--- src/rtl/chgdet_i2c_pkg.sv ---
package chgdet_i2c_pkg;

    typedef enum logic [3:0] {
        S_IDLE,
        S_ADDR,
        S_ADDR_ACK,
        S_PTR,
        S_PTR_ACK,
        S_WDATA,
        S_WDATA_ACK,
        S_RDATA,
        S_RACK
    } link_st_t;

    localparam logic [7:0] REG_ID    = 8'h00;
    localparam logic [7:0] REG_CFG_A = 8'h01;
    localparam logic [7:0] REG_STAT  = 8'h02;
    localparam logic [7:0] REG_CFG_B = 8'h03;
    localparam logic [7:0] REG_CFG_C = 8'h04;

endpackage

--- src/rtl/i2c_line_sync.sv ---
module i2c_line_sync #(
    parameter int STAGES = 2
) (
    input  logic clk,
    input  logic rst_n,
    input  logic scl_in,
    input  logic sda_in,
    output logic scl_s,
    output logic sda_s,
    output logic scl_rise,
    output logic scl_fall,
    output logic start_det,
    output logic stop_det
);

    logic [STAGES-1:0] scl_pipe;
    logic [STAGES-1:0] sda_pipe;
    logic              scl_d;
    logic              sda_d;

    always_ff @(posedge clk or negedge rst_n) begin
        if (!rst_n) begin
            scl_pipe <= '1;
            sda_pipe <= '1;
            scl_d    <= 1'b1;
            sda_d    <= 1'b1;
        end else begin
            scl_pipe <= {scl_pipe[STAGES-2:0], scl_in};
            sda_pipe <= {sda_pipe[STAGES-2:0], sda_in};
            scl_d    <= scl_pipe[STAGES-1];
            sda_d    <= sda_pipe[STAGES-1];
        end
    end

    assign scl_s     = scl_pipe[STAGES-1];
    assign sda_s     = sda_pipe[STAGES-1];
    assign scl_rise  = scl_s & ~scl_d;
    assign scl_fall  = ~scl_s & scl_d;
    assign start_det = scl_s & scl_d & sda_d & ~sda_s;
    assign stop_det  = scl_s & scl_d & ~sda_d & sda_s;

endmodule

--- src/rtl/i2c_link_fsm.sv ---
module i2c_link_fsm
    import chgdet_i2c_pkg::*;
#(
    parameter logic [6:0] ADDR7 = 7'h2C
) (
    input  logic       clk,
    input  logic       rst_n,
    input  logic       scl_s,
    input  logic       sda_s,
    input  logic       scl_rise,
    input  logic       scl_fall,
    input  logic       start_det,
    input  logic       stop_det,
    input  logic [7:0] rd_data,
    output logic [7:0] ptr,
    output logic       wr_en,
    output logic [7:0] wr_data,
    output logic       rd_stb,
    output logic       sda_oe
);

    link_st_t   state, nxt;
    logic [7:0] sh;
    logic [7:0] tx;
    logic [3:0] cnt;
    logic       rw;
    logic       mack;
    logic       byte_done;
    logic       rx_state;

    assign byte_done = scl_fall && (cnt == 4'd8);
    assign rx_state  = (state == S_ADDR) || (state == S_PTR) || (state == S_WDATA);

    always_comb begin
        nxt = state;
        if (start_det) begin
            nxt = S_ADDR;
        end else if (stop_det) begin
            nxt = S_IDLE;
        end else begin
            unique case (state)
                S_IDLE:      nxt = S_IDLE;
                S_ADDR:      if (byte_done) nxt = (sh[7:1] == ADDR7) ? S_ADDR_ACK : S_IDLE;
                S_ADDR_ACK:  if (scl_fall) nxt = rw ? S_RDATA : S_PTR;
                S_PTR:       if (byte_done) nxt = S_PTR_ACK;
                S_PTR_ACK:   if (scl_fall) nxt = S_WDATA;
                S_WDATA:     if (byte_done) nxt = S_WDATA_ACK;
                S_WDATA_ACK: if (scl_fall) nxt = S_WDATA;
                S_RDATA:     if (scl_fall && cnt == 4'd7) nxt = S_RACK;
                S_RACK:      if (scl_fall) nxt = mack ? S_RDATA : S_IDLE;
                default:     nxt = S_IDLE;
            endcase
        end
    end

    always_ff @(posedge clk or negedge rst_n) begin
        if (!rst_n) state <= S_IDLE;
        else        state <= nxt;
    end

    always_ff @(posedge clk or negedge rst_n) begin
        if (!rst_n) begin
            sh   <= '0;
            tx   <= '0;
            cnt  <= '0;
            ptr  <= '0;
            rw   <= 1'b0;
            mack <= 1'b0;
        end else begin
            if (start_det) begin
                cnt <= '0;
            end else if (scl_rise && rx_state) begin
                sh  <= {sh[6:0], sda_s};
                cnt <= cnt + 4'd1;
            end else if (byte_done && rx_state) begin
                cnt <= '0;
            end
            if (scl_rise && state == S_RACK) mack <= ~sda_s;
            if (byte_done && state == S_ADDR) rw <= sh[0];
            if (byte_done && state == S_PTR) ptr <= sh;
            if (wr_en) ptr <= ptr + 8'd1;
            if (rd_stb) begin
                tx  <= rd_data;
                ptr <= ptr + 8'd1;
                cnt <= '0;
            end else if (scl_fall && state == S_RDATA) begin
                tx  <= {tx[6:0], 1'b0};
                cnt <= (cnt == 4'd7) ? 4'd0 : cnt + 4'd1;
            end
        end
    end

    always_comb begin
        sda_oe = 1'b0;
        unique case (state)
            S_ADDR_ACK, S_PTR_ACK, S_WDATA_ACK: sda_oe = 1'b1;
            S_RDATA:                            sda_oe = ~tx[7];
            default:                            sda_oe = 1'b0;
        endcase
    end

    assign wr_en   = (state == S_WDATA) && byte_done;
    assign wr_data = sh;
    assign rd_stb  = scl_fall && (((state == S_ADDR_ACK) && rw) || ((state == S_RACK) && mack));

    assert_ptr_step_R3: assert property (@(posedge clk) disable iff (!rst_n)
        wr_en |=> (ptr == $past(ptr) + 8'd1));

    assert_oe_scl_low_R12: assert property (@(posedge clk) disable iff (!rst_n)
        !$stable(sda_oe) |-> !scl_s);

    assert_stop_idle_R11: assert property (@(posedge clk) disable iff (!rst_n)
        (stop_det && !start_det) |=> (state == S_IDLE));

endmodule

--- src/rtl/chgdet_regfile.sv ---
module chgdet_regfile
    import chgdet_i2c_pkg::*;
#(
    parameter logic [7:0] ID_VALUE  = 8'h21,
    parameter logic [7:0] CFG_A_RST = 8'h09,
    parameter logic [7:0] CFG_B_RST = 8'h00,
    parameter logic [7:0] CFG_C_RST = 8'h00,
    parameter int         NSRC      = 3,
    parameter logic [NSRC-1:0] EDGE_ANY = 3'b001
) (
    input  logic       clk,
    input  logic       rst_n,
    input  logic       wr_en,
    input  logic [7:0] wr_addr,
    input  logic [7:0] wr_data,
    input  logic [7:0] rd_addr,
    input  logic       rd_stb,
    output logic [7:0] rd_data,
    input  logic [2:0] st_kind,
    input  logic       st_vbus,
    input  logic       st_deadbat,
    input  logic       st_dcd,
    input  logic       st_busy,
    output logic [7:0] cfg_a,
    output logic [7:0] cfg_b,
    output logic [7:0] cfg_c,
    output logic       irq_pin
);

    logic [NSRC-1:0] src, prev, hit, pend;
    logic            clr;
    logic            irq_act;
    logic [7:0]      stat;

    assign src  = {st_dcd, st_deadbat, st_vbus};
    assign stat = {st_kind, st_vbus, st_deadbat, st_dcd, st_busy, 1'b0};
    assign clr  = rd_stb && (rd_addr == REG_STAT);

    for (genvar i = 0; i < NSRC; i++) begin : g_src
        if (EDGE_ANY[i]) begin : g_any
            assign hit[i] = src[i] ^ prev[i];
        end else begin : g_rise
            assign hit[i] = src[i] & ~prev[i];
        end
    end

    always_ff @(posedge clk or negedge rst_n) begin
        if (!rst_n) begin
            prev  <= '0;
            pend  <= '0;
            cfg_a <= CFG_A_RST;
            cfg_b <= CFG_B_RST;
            cfg_c <= CFG_C_RST;
        end else begin
            prev <= src;
            pend <= hit | (pend & {NSRC{~clr}});
            if (wr_en) begin
                case (wr_addr)
                    REG_CFG_A: cfg_a <= wr_data;
                    REG_CFG_B: cfg_b <= wr_data;
                    REG_CFG_C: cfg_c <= wr_data;
                    default:   ;
                endcase
            end
        end
    end

    always_comb begin
        case (rd_addr)
            REG_ID:    rd_data = ID_VALUE;
            REG_CFG_A: rd_data = cfg_a;
            REG_STAT:  rd_data = stat;
            REG_CFG_B: rd_data = cfg_b;
            REG_CFG_C: rd_data = cfg_c;
            default:   rd_data = 8'h00;
        endcase
    end

    assign irq_act = cfg_a[6] & (|pend);
    assign irq_pin = cfg_a[7] ? irq_act : ~irq_act;

    assert_clear_on_read_R9: assert property (@(posedge clk) disable iff (!rst_n)
        (clr && hit == '0) |=> (pend == '0));

    assert_rise_latch_R8: assert property (@(posedge clk) disable iff (!rst_n)
        $rose(st_deadbat) |=> pend[1]);

    assert_ro_write_R5: assert property (@(posedge clk) disable iff (!rst_n)
        (wr_en && (wr_addr == REG_ID || wr_addr == REG_STAT || wr_addr > REG_CFG_C))
        |=> ($stable(cfg_a) && $stable(cfg_b) && $stable(cfg_c)));

    assert_mask_keeps_R10: assert property (@(posedge clk) disable iff (!rst_n)
        (!cfg_a[6] && (|pend) && !clr) |=> (|pend));

endmodule

--- src/rtl/chgdet_i2c_target.sv ---
module chgdet_i2c_target #(
    parameter logic [6:0] ADDR7       = 7'h2C,
    parameter int         SYNC_STAGES = 2
) (
    input  logic       clk,
    input  logic       rst_n,
    input  logic       scl_in,
    input  logic       sda_in,
    output logic       sda_oe,
    input  logic [2:0] st_kind,
    input  logic       st_vbus,
    input  logic       st_deadbat,
    input  logic       st_dcd,
    input  logic       st_busy,
    output logic [7:0] cfg_a,
    output logic [7:0] cfg_b,
    output logic [7:0] cfg_c,
    output logic       irq_pin
);

    logic       scl_s, sda_s, scl_rise, scl_fall, start_det, stop_det;
    logic [7:0] ptr, wr_data, rd_data;
    logic       wr_en, rd_stb;

    i2c_line_sync #(.STAGES(SYNC_STAGES)) u_sync (
        .clk(clk), .rst_n(rst_n), .scl_in(scl_in), .sda_in(sda_in),
        .scl_s(scl_s), .sda_s(sda_s), .scl_rise(scl_rise), .scl_fall(scl_fall),
        .start_det(start_det), .stop_det(stop_det)
    );

    i2c_link_fsm #(.ADDR7(ADDR7)) u_link (
        .clk(clk), .rst_n(rst_n), .scl_s(scl_s), .sda_s(sda_s),
        .scl_rise(scl_rise), .scl_fall(scl_fall), .start_det(start_det),
        .stop_det(stop_det), .rd_data(rd_data), .ptr(ptr), .wr_en(wr_en),
        .wr_data(wr_data), .rd_stb(rd_stb), .sda_oe(sda_oe)
    );

    chgdet_regfile u_regs (
        .clk(clk), .rst_n(rst_n), .wr_en(wr_en), .wr_addr(ptr), .wr_data(wr_data),
        .rd_addr(ptr), .rd_stb(rd_stb), .rd_data(rd_data),
        .st_kind(st_kind), .st_vbus(st_vbus), .st_deadbat(st_deadbat),
        .st_dcd(st_dcd), .st_busy(st_busy),
        .cfg_a(cfg_a), .cfg_b(cfg_b), .cfg_c(cfg_c), .irq_pin(irq_pin)
    );

endmodule

--- config.mk ---
export PLATFORM = sky130hd
export DESIGN_NAME = chgdet_i2c_target
export DESIGN_NICKNAME = d
export VERILOG_FILES = /design/src/rtl/chgdet_i2c_pkg.sv /design/src/rtl/i2c_line_sync.sv /design/src/rtl/i2c_link_fsm.sv /design/src/rtl/chgdet_regfile.sv /design/src/rtl/chgdet_i2c_target.sv
export SDC_FILE = /design/constraint.sdc
export NUM_CORES = 1
export LEC_CHECK = 0
export BUFFER_PORTS_ARGS = -buffer_cell sky130_fd_sc_hd__buf_2
export CAP_MARGIN = 20
export CORE_UTILIZATION = 53
export CTS_BUF_LIST = sky130_fd_sc_hd__clkbuf_8 sky130_fd_sc_hd__clkbuf_16
export CTS_CLUSTER_DIAMETER = 30
export DETAILED_ROUTE_END_ITERATION = 10
export PLACE_DENSITY = 0.72
export SYNTH_ARGS = -nofsm -noshare
export SYNTH_HDL_FRONTEND = slang
export SYNTH_SLANG_ARGS = --single-unit
--- constraint.sdc ---
create_clock -name clk -period 6.6 [get_ports clk]
set_clock_uncertainty 0.1 [all_clocks]
set_input_delay 0.33 -clock clk [delete_from_list [all_inputs] [get_ports clk]]
set_output_delay 0.33 -clock clk [all_outputs]
set_load 0.005 [all_outputs]
==> results of run 1 <==
metal layers:
layer | share of wire, % | vias to the layer above | GRT usage [%]
li1 | - | 1265 | -
met2 | 47 | 90 | 38.7
met3 | 4.9 | 13 | 5.27
met5 | 0 | - | 0
met1 | 46 | 1375 | 35.5
met4 | 2.1 | 0 | 9.09
through the flow:
step / power [mW] / hold slack [ns]
after global routing: 1.33 / 0.0190
after detailed placement: 0.880 / 0.249
final: 1.26 / 0.0245
after floorplan: 0.784 / -0.0656
after global placement: 0.869 / 0.247
after CTS: 1.26 / 0.0239
cell families after synthesis:
logic type | after synthesis | synth area share [%]
XOR/XNOR | 3 | 0.749
buffers and inverters | 24 | 2.68
AND/OR/NAND/NOR | 90 | 14.5
adder cells (fa/ha/maj) | 6 | 2.14
flip-flops | 70 | 50.2
AO/OA/AOI/OAI | 87 | 18.2
multiplexers | 36 | 11.5
sequential cells by signal, summed over array words and instances (netlist names):
name / count
u_regs.cfg_a: 8
u_regs.prev: 3
u_link.ptr: 8
u_sync.sda_pipe: 2
u_link.rw: 1
u_sync.scl_d: 1
u_link.wr_data: 8
u_regs.cfg_b: 8
u_sync.sda_d: 1
u_link.state: 4
u_link.cnt: 4
u_link.tx: 8
u_regs.cfg_c: 8
u_link.mack: 1
u_sync.scl_pipe: 2
u_regs.pend: 3
power groups by stage:
stage | combinational (mW) | sequential, mW | clock [mW]
6_report | 0.269 | 0.608 | 0.387
5_1_grt | 0.303 | 0.621 | 0.407
4_1_cts | 0.268 | 0.606 | 0.390
2_1_floorplan | 0.228 | 0.556 | 0
3_3_place_gp | 0.257 | 0.612 | 0
3_5_place_dp | 0.265 | 0.614 | 0
cells in the final DEF (no fill, tap or decap), drive strengths merged, types with 3 or more instances in the layout:
cell type | netlist | final
inv | 10 | 11
nor2b | 4 | 4
nand2b | 4 | 4
a31oi | 5 | 5
o21ai | 6 | 6
o22ai | 4 | 4
mux2 | 34 | 34
ha | 6 | 6
o21a | 9 | 9
nor4 | 4 | 4
o221ai | 7 | 7
nand2 | 17 | 17
nand3 | 8 | 8
a21oi | 17 | 17
a222oi | 6 | 6
clkinvlp | 0 | 3
buf | 4 | 37
o21bai | 3 | 3
nand3b | 5 | 5
a211oi | 3 | 3
a21o | 5 | 5
dfstp | 8 | 8
or2 | 3 | 3
dfrtp | 62 | 62
nor2 | 25 | 25
a221o | 6 | 6
clkbuf | 10 | 9
nor3 | 6 | 6
layout make-up:
type | instances | area [um2] | area share [%]
Clock buffer | 9 | 124 | 3.12
Multi-Input combinational cell | 222 | 1650 | 41.5
Tap cell | 77 | 96.3 | 2.42
Timing Repair Buffer | 39 | 208 | 5.23
Clock inverter | 7 | 96.3 | 2.42
Sequential cell | 70 | 1760 | 44.3
Inverter | 10 | 37.5 | 0.944
worst min path at each step:
stage	endpoint	slack, ns	startpoint	depth (start not counted)
2_1_floorplan	u_link.cnt[0]$_DFFE_PN0P_	-0.07	rst_n	0
3_3_place_gp	u_sync.scl_pipe[1]$_DFF_PN1_	0.25	u_sync.scl_pipe[0]$_DFF_PN1_	0
3_5_place_dp	u_sync.scl_pipe[1]$_DFF_PN1_	0.25	u_sync.scl_pipe[0]$_DFF_PN1_	0
4_1_cts	u_regs.prev[1]$_DFF_PN0_	0.02	st_deadbat	1
5_1_grt	u_regs.prev[0]$_DFF_PN0_	0.02	st_vbus	1
6_report	u_regs.prev[1]$_DFF_PN0_	0.02	st_deadbat	1
==> run metrics, run 1 <==
status=completed; Max transition margin=about two fifths; Largest stage delay, worst path=~0.67 ns; Post-CTS Setup Inserts=0; CTS tree=built; n_diodes=0; FF-to-FF setup slack=3.86 ns; IO buf count=36; vias in the first global route=2696; Top delay family on crit path=compound AO/OA/AOI/OAI gates; Synth top area share=between 40% and 50%; Worst Path Buf+Inv=0; unrepaired setup endpoints after global routing=false; Initial Utilization=a little over half; pre-CTS WS=just under 4 ns; crit path from=u_link.state[2]$_DFFE_PN0P_; Layout area overhead=13.3%; Seq/Total Area, Yosys=50.2%; setup TNS=0 ns; Final Hold Fails=0; Synth area leader=dfrtp_1; remaining global-route overflow=0; # IOs=37; fmax=~360 MHz; initial antenna violation count=0; post-cts repair resize count=0; Hold Buf Count CTS=2; Synth Net Count=333; width of the die=~83 um; DP Cell Count=~420; peak supply drop=about 240 uV; Global Route Usage Sum=between 20% and 30%; antenna viol nets, final=0; RePlAce Congestion=0.930; Crit path required time=6.74 ns; Min-Delay Path Class=in2reg; share of power burned in registers=48.1%; largest net degree at the start of global routing=71; r2r endpoint=u_link.ptr[5]$_DFFE_PN0P_; CP max-delay cell=a21oi_1; Via Count=between 2000 and 3000; Max Cap Viol=0; final period utilization=between 40 and 50%; Wirelength per Cell=18.8 um; # setup viols final=0; P_sw=between 0.4 and 0.5 mW; Fillers=~530; crit-path cells=or2_2, a21oi_1, a211oi_1, o21bai_1, a221o_1; clk_lat worst skew=~0.36 ns; Synth area leaders=dfrtp_1 (44%), mux2_2 (11%), dfstp_2 (6.0%); clk root buf=clkbuf_8; reg2reg start=u_link.state[2]$_DFFE_PN0P_; crit-path max FO=15; final core utilization=between 60 and 70%; DP HPWL=5530 um; Final Max Tran Viols=0; Slew @ Worst Pin=approximately 0.91 ns; Netlist cell types=57; Core ar.=between 6000 and 7000 um2; internal power=~0.84 mW; post-synthesis cell area=~3500 um2; Reg clk slew, reported paths=roughly 0.080 ns; Crit Path Class=reg2reg; first-pass GRT wire length=13400 um; critical path depth in cells=5; top-count cell post-synth=dfrtp_1; Clk pwr share=between 30% and 40%; Via-to-Cell Ratio=approximately 6.3; worst reg-to-reg path cell count=5; # nets final=approximately 370; die area=between 6000 and 7000 um2; Final WS setup=between 3 and 4 ns; post-layout minimum cycle time=roughly 2.7 ns; Rows=29; CTS Buffer Depth=2; Gate Count Post-Synth=about 320; sw frac=approximately 34%; critical path arrival=roughly 2.9 ns; CP Capture Type=flop; Sink Count=70; fraction of layout cells with a size suffix above 1=between 20% and 30%; htree depth=3; fin cells=roughly 430; Residual DRC=0; dpl cell area=about 3700 um2; EDFF count, synth=0; Critical Path End=u_link.ptr[5]$_DFFE_PN0P_; Synth top cells by count=dfrtp_1 (62), mux2_2 (34), nor2_1 (25); first drt pass iteration count=5; Synth Flop Type=dfrtp_1; Pleak=between 1.5 and 2 nW; CTS Buf Count=9; Comb power frac=about a fifth; Die H=around 83 um; CP Launch Type=flop; Synth warnings=0; Yosys reg bits=70; post-synthesis average cell area=approximately 11 um2; Synth async-reset ratio=100%; PwrDens=around 320 nW/um2; DRT Wirelength=roughly 8100 um; fin area=3980 um2; 1st-iter DRT viols=203
(Power assumes the default switching activity.)
==> run 2, diff against run 1 <==
- clock period: 6.6 -> 2.55 ns (I/O delays scaled with it)
==> run 2 against run 1 <==
Power increased to 2.6 times the previous value. Die area unchanged. Via count increased by 5.0%. Count of clock-buffer cells in the layout unchanged. Setup slack got worse by 3.7 ns. Flip-flop and latch count unchanged. Register-to-register slack got worse by 3.7 ns. Global-route usage increased by 0.70 points. Critical endpoint is now u_regs.cfg_c[3]$_DFFE_PN0P_. Largest power group unchanged.
==> run metrics, run 2 (synthesized netlist as in run 1, its figures left out) <==
status=completed; Pleak=1.91 nW (+4.6%); post-layout minimum cycle time=2.38 ns (-0.360 ns); Global Route Usage Sum=25.9% (+0.70 points); P_sw=1.11 mW (+160%); # setup viols final=0 (unchanged); Final Hold Fails=0 (unchanged); clk_lat worst skew=0.35 ns (about the same); remaining global-route overflow=0 (unchanged); fraction of layout cells with a size suffix above 1=31.9% (+2.5 points); DP HPWL=5790 um (+4.8%); crit-path max FO=9 (-6); commonest non-fill, non-tap cell in the layout=dfrtp_1; peak supply drop=609 uV (+150%); most frequent cells in the layout=dfrtp_1 (62), buf_2 (36), mux2_2 (34); largest net degree at the start of global routing=71 (unchanged); Rows=29 (unchanged); CTS tree=built; Layout area overhead=17.4%; Clk pwr share=27.8% (-2.8 points); die area=6950 um2 (unchanged); Wirelength per Cell=18.7 um (-0.56%); critical path arrival=2.52 ns (-0.36 ns); Die H=83.3 um (unchanged); share of power burned in registers=48.1% (about the same); Min-Delay Path Class=in2reg; Core ar.=6390 um2 (unchanged); initial antenna violation count=0 (unchanged); # nets final=388 (+5.1%); Max Cap Viol=0 (unchanged); Comb power frac=24.1% (+2.8 points); RePlAce Congestion=0.859 (-7.7%); CTS Buffer Depth=2 (unchanged); Via Count=2881 (+5.0%); width of the die=83.3 um (unchanged); Sink Count=70 (unchanged); first-pass GRT wire length=13900 um (+3.6%); Crit path required time=2.69 ns (-4.05 ns); PwrDens=784 nW/um2 (+150%); Slew @ Worst Pin=0.880 ns (-0.0325 ns); unrepaired setup endpoints after global routing=false; clk root buf=clkbuf_8; Residual DRC=0 (unchanged); CTS Buf Count=9 (unchanged); DRT Wirelength=8450 um (+3.8%); final period utilization=93.4% (+52 points); Reg clk slew, reported paths=0.08 ns (about the same); fin cells=453 (+4.4%); sw frac=34.3% (+0.64 points); 1st-iter DRT viols=300 (+48%); Crit Path Class=reg2reg; internal power=2.12 mW (+150%); antenna viol nets, final=0 (unchanged); Max transition margin=41.3% (+2.3 points); Initial Utilization=54.9% (unchanged); CP Launch Type=flop; fmax=420 MHz (+15%); vias in the first global route=2766 (+2.6%); Fillers=519 (-2.3%); htree depth=3 (unchanged); CP Capture Type=flop; Via-to-Cell Ratio=6.36 (+0.63%); WHS=0.184 ns (+0.159 ns); IO buf count=36 (unchanged); n_diodes=0 (unchanged); first drt pass iteration count=5 (unchanged); final core utilization=64.5% (+2.2 points); # IOs=37 (unchanged); Post-CTS Setup Inserts=0 (unchanged); DP Cell Count=431 (+3.6%); Final Max Tran Viols=0 (unchanged); setup TNS=0 ns (unchanged)
run 2: cell types whose count changed in the layout (fill, tap and decap cells not counted):
cell,change
dlygate4sd3_1,+4
clkinv_2,-1
buf_4,+15
nor3b_4,+1
bufinv_16,-1
clkinvlp_4,-1
inv_1,+1
nor3b_2,-1
clkinv_4,+2
a211oi_2,+1
a211oi_1,-1
run 2: path summary, 6_finish.rpt:
| kind | depth (start not counted) | from | slack [ns] | end |
|---|---|---|---|---|
| setup / recovery | 4 | u_sync.scl_d$_DFF_PN1_ | 0.17 | u_regs.cfg_c[3]$_DFFE_PN0P_ |
| hold / removal | 5 | st_kind[0] | 0.18 | u_link.tx[5]$_DFFE_PN0P_ |
| setup reg to reg | 4 | u_sync.scl_d$_DFF_PN1_ | 0.17 | u_regs.cfg_c[3]$_DFFE_PN0P_ |
| hold reg to reg | 0 | u_sync.scl_pipe[0]$_DFF_PN1_ | 0.26 | u_sync.scl_pipe[1]$_DFF_PN1_ |
| max in group asynchronous | 3 | rst_n | 1.36 | u_regs.cfg_c[1]$_DFFE_PN0P_ |
| min in group asynchronous | 3 | rst_n | 0.40 | u_regs.pend[2]$_DFF_PN0_ |
run 2: stage by stage:
| step | power, mW | setup WS [ns] | area (um2) |
|---|---|---|---|
| floorplan | 2.03 | 0.404 | 3510 |
| global placement | 2.30 | 0.253 | 3850 |
| detailed placement | 2.33 | 0.207 | 3850 |
| CTS | 3.23 | 0.115 | 4110 |
| global route | 3.41 | 0.0361 | 4120 |
| finish | 3.23 | 0.169 | 4120 |
run 2: per-layer routing:
metal  GRT usage, %  up-vias  wire (um)
met3           4.47       13        397
met5              0        -          0
li1               -     1305          -
met1           38.1     1459       3990
met4           10.3        0        143
met2           38.3      104       3920
run 2: worst max-delay path, stage by stage (launching register included):
cell	delay (ns)
dfstp_2	0.58
nand2b_1	0.26
nor4_4	0.50
nand3_1	0.42
mux2_2	0.41
run 2: layout make-up:
type / count / area, um2 / share of cell area (%)
clock buffers: 9 / 124 / 3.01
clock inverters: 7 / 75.1 / 1.82
inverters: 10 / 37.5 / 0.912
multi-input cells: 222 / 1660 / 40.4
flip-flops and latches: 70 / 1760 / 42.8
well taps: 77 / 96.3 / 2.34
repair buffers: 58 / 360 / 8.75
run 2: repair_timing:
| item | 4_1_cts | 5_1_grt |
|---|---|---|
| hold buffers | 6 | 0 |
| hold endpoints to repair | 69 | 0 |
| endpoints found under the setup margin | 0 | 2 |
| gates resized for setup | 0 | 2 |
run 2: power by group through the flow:
stage               Sequential, mW  Combinational, mW  Clock [mW]
CTS                           1.55              0.773       0.915
finish                        1.55              0.777       0.896
floorplan                     1.44              0.591           0
global placement              1.56              0.742           0
global route                  1.58              0.872       0.956
detailed placement            1.57              0.760           0
